--- config.mk ---
export PLATFORM = sky130hd
export DESIGN_NAME = byte_leaky_avg
export DESIGN_NICKNAME = d
export VERILOG_FILES = /design/src/rtl/lpf_pkg.sv /design/src/rtl/lpf_prime_ctrl.sv /design/src/rtl/lpf_accum.sv /design/src/rtl/byte_leaky_avg.sv
export SDC_FILE = /design/constraint.sdc
export NUM_CORES = 1
export LEC_CHECK = 0
export ABC_AREA = 1
export CORE_AREA = 2 2 67 69
export DETAILED_ROUTE_END_ITERATION = 8
export DIE_AREA = 0 0 69 71
export GPL_ROUTABILITY_DRIVEN = 0
export GPL_TIMING_DRIVEN = 1
export PLACE_DENSITY = 0.74
export SETUP_SLACK_MARGIN = 0.3
export SLEW_MARGIN = 20
export SYNTH_ARGS = -nofsm -noshare
export SYNTH_HDL_FRONTEND = slang
export SYNTH_SLANG_ARGS = --single-unit
--- constraint.sdc ---
create_clock -name clk -period 4.7 [get_ports clk]
set_clock_uncertainty 0.15 [all_clocks]
set_input_delay 0.47 -clock clk [delete_from_list [all_inputs] [get_ports clk]]
set_output_delay 0.47 -clock clk [all_outputs]
set_load 0.01 [all_outputs]
--- src/rtl/lpf_pkg.sv ---
// Shared sizing helpers for the leaky integrator filter.
// Assumes a sample width no greater than the accumulator width.
package lpf_pkg;
    // Accumulator width for the narrow (x256) or wide (x65536) build.
    function automatic int acc_width(input int data_w, input bit wide);
        return wide ? (3 * data_w) : (2 * data_w);
    endfunction
endpackage

--- src/rtl/lpf_prime_ctrl.sv ---
// Tracks whether the filter has taken its seed sample.
// Splits each strobe into a seed load (first after reset) or a normal update.
// Assumes a synchronous active-low reset.
module lpf_prime_ctrl (
    input  logic clk,
    input  logic rst_n,
    input  logic stb,
    output logic seed_take,
    output logic upd_take,
    output logic primed
);
    logic primed_q;

    // Steer the strobe by seed state.
    always_comb begin
        seed_take = stb && !primed_q;
        upd_take  = stb &&  primed_q;
    end

    // Remember that the seed has been loaded until the next reset.
    always_ff @(posedge clk) begin
        if (!rst_n)
            primed_q <= 1'b0;
        else if (seed_take)
            primed_q <= 1'b1;
    end

    assign primed = primed_q;
endmodule

--- src/rtl/lpf_accum.sv ---
// Accumulator datapath: seed load or subtract-top/add-sample update.
// Assumes seed_take and upd_take are never high together.
// Wrap cannot occur, since the value stays within [0, 255 * 2^LOW_W + 2^LOW_W - 1].
module lpf_accum #(
    parameter int DATA_W = 8,
    parameter int ACC_W  = 16
) (
    input  logic              clk,
    input  logic              rst_n,
    input  logic              seed_take,
    input  logic              upd_take,
    input  logic [DATA_W-1:0] sample,
    output logic [ACC_W-1:0]  acc,
    output logic [DATA_W-1:0] top
);
    localparam int LOW_W = ACC_W - DATA_W;

    logic [ACC_W-1:0] acc_q;
    logic [ACC_W-1:0] acc_d;
    logic [ACC_W-1:0] top_ext;
    logic [ACC_W-1:0] smp_ext;
    logic [ACC_W-1:0] seed_val;

    // Upper byte of the current accumulator.
    assign top = acc_q[ACC_W-1 -: DATA_W];

    // Zero-extended operands and seed pattern.
    generate
        if (LOW_W > 0) begin : g_ext
            assign top_ext  = {{LOW_W{1'b0}}, top};
            assign smp_ext  = {{LOW_W{1'b0}}, sample};
            assign seed_val = {sample, {LOW_W{1'b0}}};
        end else begin : g_same
            assign top_ext  = top;
            assign smp_ext  = sample;
            assign seed_val = sample;
        end
    endgenerate

    // Next accumulator value: seed, leaky update, or hold.
    always_comb begin
        if (seed_take)
            acc_d = seed_val;
        else if (upd_take)
            acc_d = acc_q - top_ext + smp_ext;
        else
            acc_d = acc_q;
    end

    // Accumulator register.
    always_ff @(posedge clk) begin
        if (!rst_n)
            acc_q <= '0;
        else
            acc_q <= acc_d;
    end

    assign acc = acc_q;
endmodule

--- src/rtl/byte_leaky_avg.sv ---
// Byte-output leaky integrator: exponential average with weight 1/2^(ACC_W-DATA_W).
// The first strobe after reset seeds the output; later strobes update in the same clock.
// Assumes smp_stb is a registered, single-cycle strobe.
module byte_leaky_avg #(
    parameter int DATA_W = 8,
    parameter bit WIDE   = 1'b0
) (
    input  logic              clk,
    input  logic              rst_n,
    input  logic              smp_stb,
    input  logic [DATA_W-1:0] smp_data,
    output logic [DATA_W-1:0] avg_out,
    output logic              avg_valid
);
    import lpf_pkg::*;

    localparam int ACC_W = acc_width(DATA_W, WIDE);

    logic             seed_take;
    logic             upd_take;
    logic             primed;
    logic [ACC_W-1:0] acc_q;

    lpf_prime_ctrl u_ctrl (
        .clk       (clk),
        .rst_n     (rst_n),
        .stb       (smp_stb),
        .seed_take (seed_take),
        .upd_take  (upd_take),
        .primed    (primed)
    );

    lpf_accum #(
        .DATA_W (DATA_W),
        .ACC_W  (ACC_W)
    ) u_acc (
        .clk       (clk),
        .rst_n     (rst_n),
        .seed_take (seed_take),
        .upd_take  (upd_take),
        .sample    (smp_data),
        .acc       (acc_q),
        .top       (avg_out)
    );

    assign avg_valid = primed;
endmodule

==> summary.txt, run 1 <==
Run status
  – Outcome: finished, final reports clean

Critical path
  – Worst-path fanout max: 6
  – CP top delay family: adder cells
  – Crit Path Class: input pin to flop
  – CP cell instances: clkdlybuf4s50_1, inv_1, fa_1, inv_1, ha_1, nor2_2, inv_1, nand3_1, nand2_2, xor2_1, o21ai_0, inv_1
  – CP max stage delay: 0.53 ns
  – Worst r2r dst: u_acc.acc[5]$_SDFFE_PP0P_
  – WP depth: 12
  – Nature of the critical path startpoint: input pin
  – Worst EP arrival: 2.79 ns
  – RR Startpoint: u_acc.acc[10]$_SDFFE_PN0P_
  – CP Capture Type: flop
  – FF-to-FF path depth: 10
  – R2R Setup Slk: 2.31 ns
  – Cell mode on critical path: inv_1
  – WP data required: 4.71 ns
  – Worst path bufs/invs: 5
  – CP max stage cell: fa_1

Synth
  – Synthesized flop and latch total: 17
  – Post-synth net total: 364
  – Most common cell in the netlist: inv_1
  – Synthesized area: 2020 um^2
  – Yosys top cell by area: inv_1
  – Cells after Synth: 329
  – Synth async-reset ratio: 0%
  – Post-synth top cells: 91 x inv_1, 72 x nand2_1, 22 x a21oi_1
  – Ranking of synthesized cells by area: inv_1 17%, dfxtp_1 17%, nand2_1 13%, ha_1 9.9%, fa_1 7.9%
  – Yosys warns: 0
  – Synth cell types: 24
  – Register area share after synthesis: 16.8%
  – Post-synth top area share: 16.9%
  – Synth Area per Inst: 6.15 um^2
  – EDFF count, synth: 0
  – Main synth FF type: dfxtp_1

Finish
  – Area growth syn-to-layout: 10.9%
  – Diode count: 0
  – Fraction of layout cells with a size suffix above 1: 7.92%
  – Nets: 377
  – Final instance area: 2240 um^2

Placed design
  – PortBufs: 19
  – Pre-CTS WS: 1.65 ns
  – Area after DPL: 2200 um^2
  – Hpwl dp: 3970 um

Worst hold path
  – Hold Path End: u_acc.acc[0]$_SDFFE_PP0P_
  – Hold Crit Class: flop to flop
  – Hold path startpoint: u_acc.acc[0]$_SDFFE_PP0P_
  – Hold path depth: 2

Route
  – 1st-iter DRT viols: 103
  – Routed vias: 1932
  – DR DRC count: 0
  – Drt wl/cell: 12.6 um
  – Detailed-route wire length: 4940 um
  – Post-route ant nets: 0
  – Router iterations before antenna repair: 4
  – Vias per cell: 4.92

CTS
  – Post-CTS Resized: 0
  – Post-CTS Hold Buffers: 0
  – Clock Latency Late Sink: 0.26 ns
  – CTS Buffer Depth: 2
  – Clock sink count: 17
  – Post-CTS setup buffers: 0
  – Clock transition at path regs: 0.08 ns
  – H-tree depth: 1
  – Root buf cell: clkbuf_8
  – TritonCTS clock tree: built
  – Num CTS Buffers: 3

Global route
  – First-pass GRT wire length: 8550 um
  – Number of global-route vias before repair: 1938
  – Largest net degree at the start of global routing: 14
  – Grt total ovfl: 0
  – Total GRT Usage: 21.6%
  – Initial antenna violation count: 0

Power
  – Sw Ratio: 47.6%
  – P_int: 383 uW
  – Pwr per Cell Area: 326 nW/um^2
  – Clock Power Share: 16.0%
  – Share of power burned in registers: 23.2%
  – P_sw: 348 uW
  – Leakage power total: 0.00126 uW
  – Peak supply drop: 0.188 mV
  – Logic pwr share: 60.8%

STA
  – Slew HR: 63.2%
  – Final setup fails: 0
  – Slew Viols, Final: 0
  – Slew @ Worst Pin: 0.550 ns
  – FMAX: 360 MHz
  – Final worst path period share: 59.2%
  – Setup TNS: 0 ns
  – Post-route setup slack: 1.92 ns
  – Count of final hold-check violations: 0
  – RSZ-0062 raised after global routing: no
  – Minimum clock period after layout: 2.78 ns
  – Worst hold slack: 0.312 ns

Die
  – Die Span Y: 71 um
  – Initial core utilization: 48.1%
  – Row cnt: 24
  – Area of the die: 4900 um^2
  – Placeable Area: 4200 um^2
  – Die W: 69 um
  – Top Ports: 20

Run
  – Maximum capacitance violations: 0
-- sequential cells by signal (all words and copies together) (netlist names) --
| name | cells |
|---|---|
| u_ctrl.primed | 1 |
| u_acc.acc | 16 |
-- logic make-up after synthesis --
family,after synthesis,synth area share (%)
AOI/OAI and AO/OA,47,12.7
xor gates and xnor gates,6,2.60
adders and majority gates,24,17.8
buffers and inverters,107,21.7
DFF,17,16.8
and+or+nand+nor,128,28.4
-- worst max-delay path by stage --
stage	startpoint	endpoint	slack [ns]
3_3_place_gp	smp_data[6]	u_acc.acc[13]$_SDFFE_PN0P_	1.69
3_5_place_dp	smp_data[2]	u_acc.acc[5]$_SDFFE_PP0P_	1.65
5_1_grt	smp_data[2]	u_acc.acc[5]$_SDFFE_PP0P_	1.75
4_1_cts	smp_data[2]	u_acc.acc[5]$_SDFFE_PP0P_	1.92
2_1_floorplan	smp_data[1]	u_acc.acc[15]$_SDFFE_PN0P_	2.35
6_report	smp_data[2]	u_acc.acc[5]$_SDFFE_PP0P_	1.92
-- cell usage in the layout (no fill, tap or decap), types with 3 or more instances in the layout --
| cell type | n |
|---|---|
| ha_1 | 16 |
| inv_2 | 5 |
| nand2_1 | 72 |
| nand2_2 | 8 |
| inv_1 | 91 |
| clkbuf_8 | 3 |
| a21oi_1 | 22 |
| nand3_1 | 18 |
| o21ai_0 | 20 |
| dfxtp_1 | 17 |
| nor2_1 | 16 |
| nand4_1 | 3 |
| fa_1 | 8 |
| nand3_2 | 4 |
| xor2_1 | 5 |
| clkdlybuf4s50_1 | 19 |
| nor2_2 | 4 |
-- per-layer routing --
| layer | part of all wire (%) | track usage (%) |
|---|---|---|
| met3 | 8.1 | 4.56 |
| met2 | 46 | 36.1 |
| met4 | 4.0 | 10.0 |
| met1 | 42 | 26.9 |
| met5 | 0 | 0 |
-- power by group through the flow --
stage	Sequential [uW]	Combinational (uW)	Clock, uW
after global placement	173	432	0
after floorplan	169	344	0
after global routing	172	509	125
final	170	445	117
after CTS	170	443	117
after detailed placement	173	437	0
-- layout make-up --
class | instances | area (um^2)
inverters | 96 | 360
repair buffers | 19 | 190
fillers | 455 | 1960
multi-input cells | 205 | 1240
clock buffers | 4 | 45.0
well taps | 52 | 65.1
flip-flops and latches | 17 | 340
-- worst min-delay path, stage by stage (launching register included) --
cell and delay, ns:
dfxtp_1 0.30, inv_1 0.06, a21oi_1 0.06
-- per-stage QoR --
step | utilization, % | std cells | total power [uW]
after floorplan | - | 329 | 513
after global placement | 52.3 | 389 | 605
after global routing | 53.4 | 393 | 806
after detailed placement | 52.3 | 389 | 611
final | 53.4 | 393 | 732
after CTS | 53.4 | 393 | 730
(Power assumes the default switching activity.)
==> run 2, diff against run 1 <==
- clock period: 4.7 -> 2.9 ns (I/O delays scaled with it)
==> run 2 against run 1 <==
Net effect:
- sequential power increased by 62%
- design area increased by 5.0%
- critical path depth unchanged
- clock-buffer cell count unchanged
- sequential share of layout area decreased by 0.72 points
- setup slack got worse by 1.5 ns
- critical endpoint unchanged
==> summary.txt, run 2 (synthesized netlist as in run 1, its figures left out) <==
STA
  – Final worst path period share: 86.6%
  – Slew @ Worst Pin: 0.340 ns (-0.209 ns)
  – Slew Viols, Final: 0 (unchanged)
  – FMAX: 398 MHz
  – Minimum clock period after layout: 2.51 ns
  – Setup TNS: 0 ns (unchanged)
  – Slew HR: 77.2% (+14 points)
  – RSZ-0062 raised after global routing: no
  – Final setup fails: 0 (unchanged)
  – Count of final hold-check violations: 0 (unchanged)

Global route
  – Number of global-route vias before repair: 1872 (-3.4%)
  – Initial antenna violation count: 0 (unchanged)
  – Largest net degree at the start of global routing: 12 (-2)
  – Total GRT Usage: 21.6% (about the same)
  – Grt total ovfl: 0 (unchanged)
  – GR met1 Demand/Resource: 27.6% (+0.68 points)
  – GRT Max-Usage Layer: met2
  – Met2 Track Usage GR: 37.8% (+1.7 points)
  – GR Util met3: 4.13% (-0.43 points)
  – First-pass GRT wire length: 8510 um (-0.49%)

CTS
  – Root buf cell: clkbuf_8
  – TritonCTS clock tree: built
  – Clock transition at path regs: 0.07 ns (about the same)
  – Clock Latency Late Sink: 0.27 ns (about the same)
  – Num CTS Buffers: 3 (unchanged)
  – CTS Buffer Depth: 2 (unchanged)
  – Clock sink count: 17 (unchanged)
  – H-tree depth: 1 (unchanged)

Die
  – Row cnt: 24 (unchanged)
  – Die W: 69 um (unchanged)
  – Area of the die: 4900 um^2 (unchanged)
  – Placeable Area: 4200 um^2 (unchanged)
  – Top Ports: 20 (unchanged)
  – Initial core utilization: 48.1% (unchanged)
  – Die Span Y: 71 um (unchanged)

Critical path
  – Nature of the critical path startpoint: input pin
  – Worst-path fanout max: 6 (unchanged)
  – Crit Path Class: input pin to flop
  – RR Startpoint: u_acc.acc[1]$_SDFFE_PP0P_
  – Worst EP arrival: 2.52 ns (-0.27 ns)
  – FF-to-FF path depth: 13 (+3)
  – WP data required: 2.91 ns (-1.80 ns)
  – CP Capture Type: flop
  – Worst r2r dst: u_acc.acc[15]$_SDFFE_PN0P_
  – R2R Setup Slk: 0.54 ns (-1.77 ns)

Route
  – Post-route ant nets: 0 (unchanged)
  – DR DRC count: 0 (unchanged)
  – Routed vias: 1958 (+1.3%)
  – 1st-iter DRT viols: 97 (-5.8%)
  – Detailed-route wire length: 4980 um (+0.81%)
  – Router iterations before antenna repair: 5 (+1)
  – Vias per cell: 4.92 (about the same)
  – Drt wl/cell: 12.5 um (-0.46%)

Power
  – Peak supply drop: 0.292 mV (+55%)
  – Leakage power total: 0.00128 uW (+1.7%)
  – Pwr per Cell Area: 532 nW/um^2 (+63%)

Finish
  – Area growth syn-to-layout: 16.5%
  – Final instance area: 2360 um^2 (+5.0%)
  – Fillers: 441 (-3.1%)
  – Diode count: 0 (unchanged)
  – Nets: 382 (+1.3%)
  – Most common cell after layout, fill and taps aside: inv_1
  – Max reg flops: 16 (unchanged)
  – Most frequent cells in the layout: 91 x inv_1, 70 x nand2_1, 20 x o21ai_0, 20 x a21oi_1, 19 x clkdlybuf4s50_1
  – Fraction of layout cells with a size suffix above 1: 13.0% (+5.1 points)

Placed design
  – PortBufs: 19 (unchanged)
  – Area after DPL: 2230 um^2 (+1.4%)
  – Hpwl dp: 4030 um (+1.4%)

Worst hold path
  – Hold Crit Class: flop to flop
  – Hold Path End: u_acc.acc[0]$_SDFFE_PP0P_
  – Hold path startpoint: u_acc.acc[0]$_SDFFE_PP0P_
  – Hold path depth: 2 (unchanged)

Run status
  – Outcome: finished, final reports clean

Run
  – Maximum capacitance violations: 0 (unchanged)
## run 2: layout make-up
| cell class | instances | area (um^2) | area share [%] |
|---|---|---|---|
| multi-input combinational | 205 | 1320 | 55.9 |
| inverter | 96 | 360 | 15.3 |
| sequential | 17 | 340 | 14.4 |
| timing repair buffer | 24 | 228 | 9.66 |
| tap | 52 | 65.1 | 2.76 |
| clock buffer | 4 | 45.0 | 1.91 |
## run 2: worst max path at each step
stage                            from  slack (ns)  cells past startpoint                    endpoint
after CTS                 smp_data[6]        0.31                     14  u_acc.acc[13]$_SDFFE_PN0P_
after floorplan           smp_data[1]        0.73                     13  u_acc.acc[15]$_SDFFE_PN0P_
after global routing      smp_data[6]        0.30                     14  u_acc.acc[13]$_SDFFE_PN0P_
final                     smp_data[2]        0.39                     12   u_acc.acc[5]$_SDFFE_PP0P_
after global placement    smp_data[6]        0.08                     13  u_acc.acc[13]$_SDFFE_PN0P_
after detailed placement  smp_data[6]        0.05                     14  u_acc.acc[13]$_SDFFE_PN0P_
## run 2: per-stage QoR
step / setup slack (ns) / hold WS (ns) / instances / util (%) / power (uW)
after global routing: 0.303 / 0.350 / 398 / 56.1 / 1370
after CTS: 0.314 / 0.317 / 397 / 54.1 / 1190
after global placement: 0.0790 / 0.297 / 393 / 53.0 / 984
after floorplan: 0.730 / 0.278 / 329 / - / 832
after detailed placement: 0.0461 / 0.307 / 393 / 53.0 / 995
final: 0.389 / 0.315 / 398 / 56.1 / 1250
## run 2: critical path, stage by stage
cell and delay (ns):
clkdlybuf4s50_1 0.49, inv_1 0.07, fa_1 0.53, inv_1 0.04
ha_2 0.32, nor2_2 0.17, inv_1 0.07, nand3_1 0.10
nand2_2 0.09, xor2_1 0.15, o21ai_0 0.16, inv_1 0.05
## run 2: report_power, final
part | total, uW | leakage [uW] | switching, uW | internal (uW)
combinational | 789 | 0.00112 | 473 | 315
clock | 192 | 0.0000228 | 93.4 | 98.1
sequential | 275 | 0.000141 | 20.4 | 254
total | 1250 | 0.00128 | 587 | 668
## run 2: timing repair
action / CTS / global route
buffers inserted: 0 / 1
hold buffers: 0 / 0
setup endpoints to repair: 0 / 11
gates resized for setup: 0 / 13
## run 2: routing by layer
| layer | vias up | part of all wire, % |
|---|---|---|
| li1 | 1014 | - |
| met1 | 893 | 45 |
| met2 | 41 | 48 |
| met3 | 10 | 5.2 |
| met4 | 0 | 1.9 |
| met5 | - | 0 |
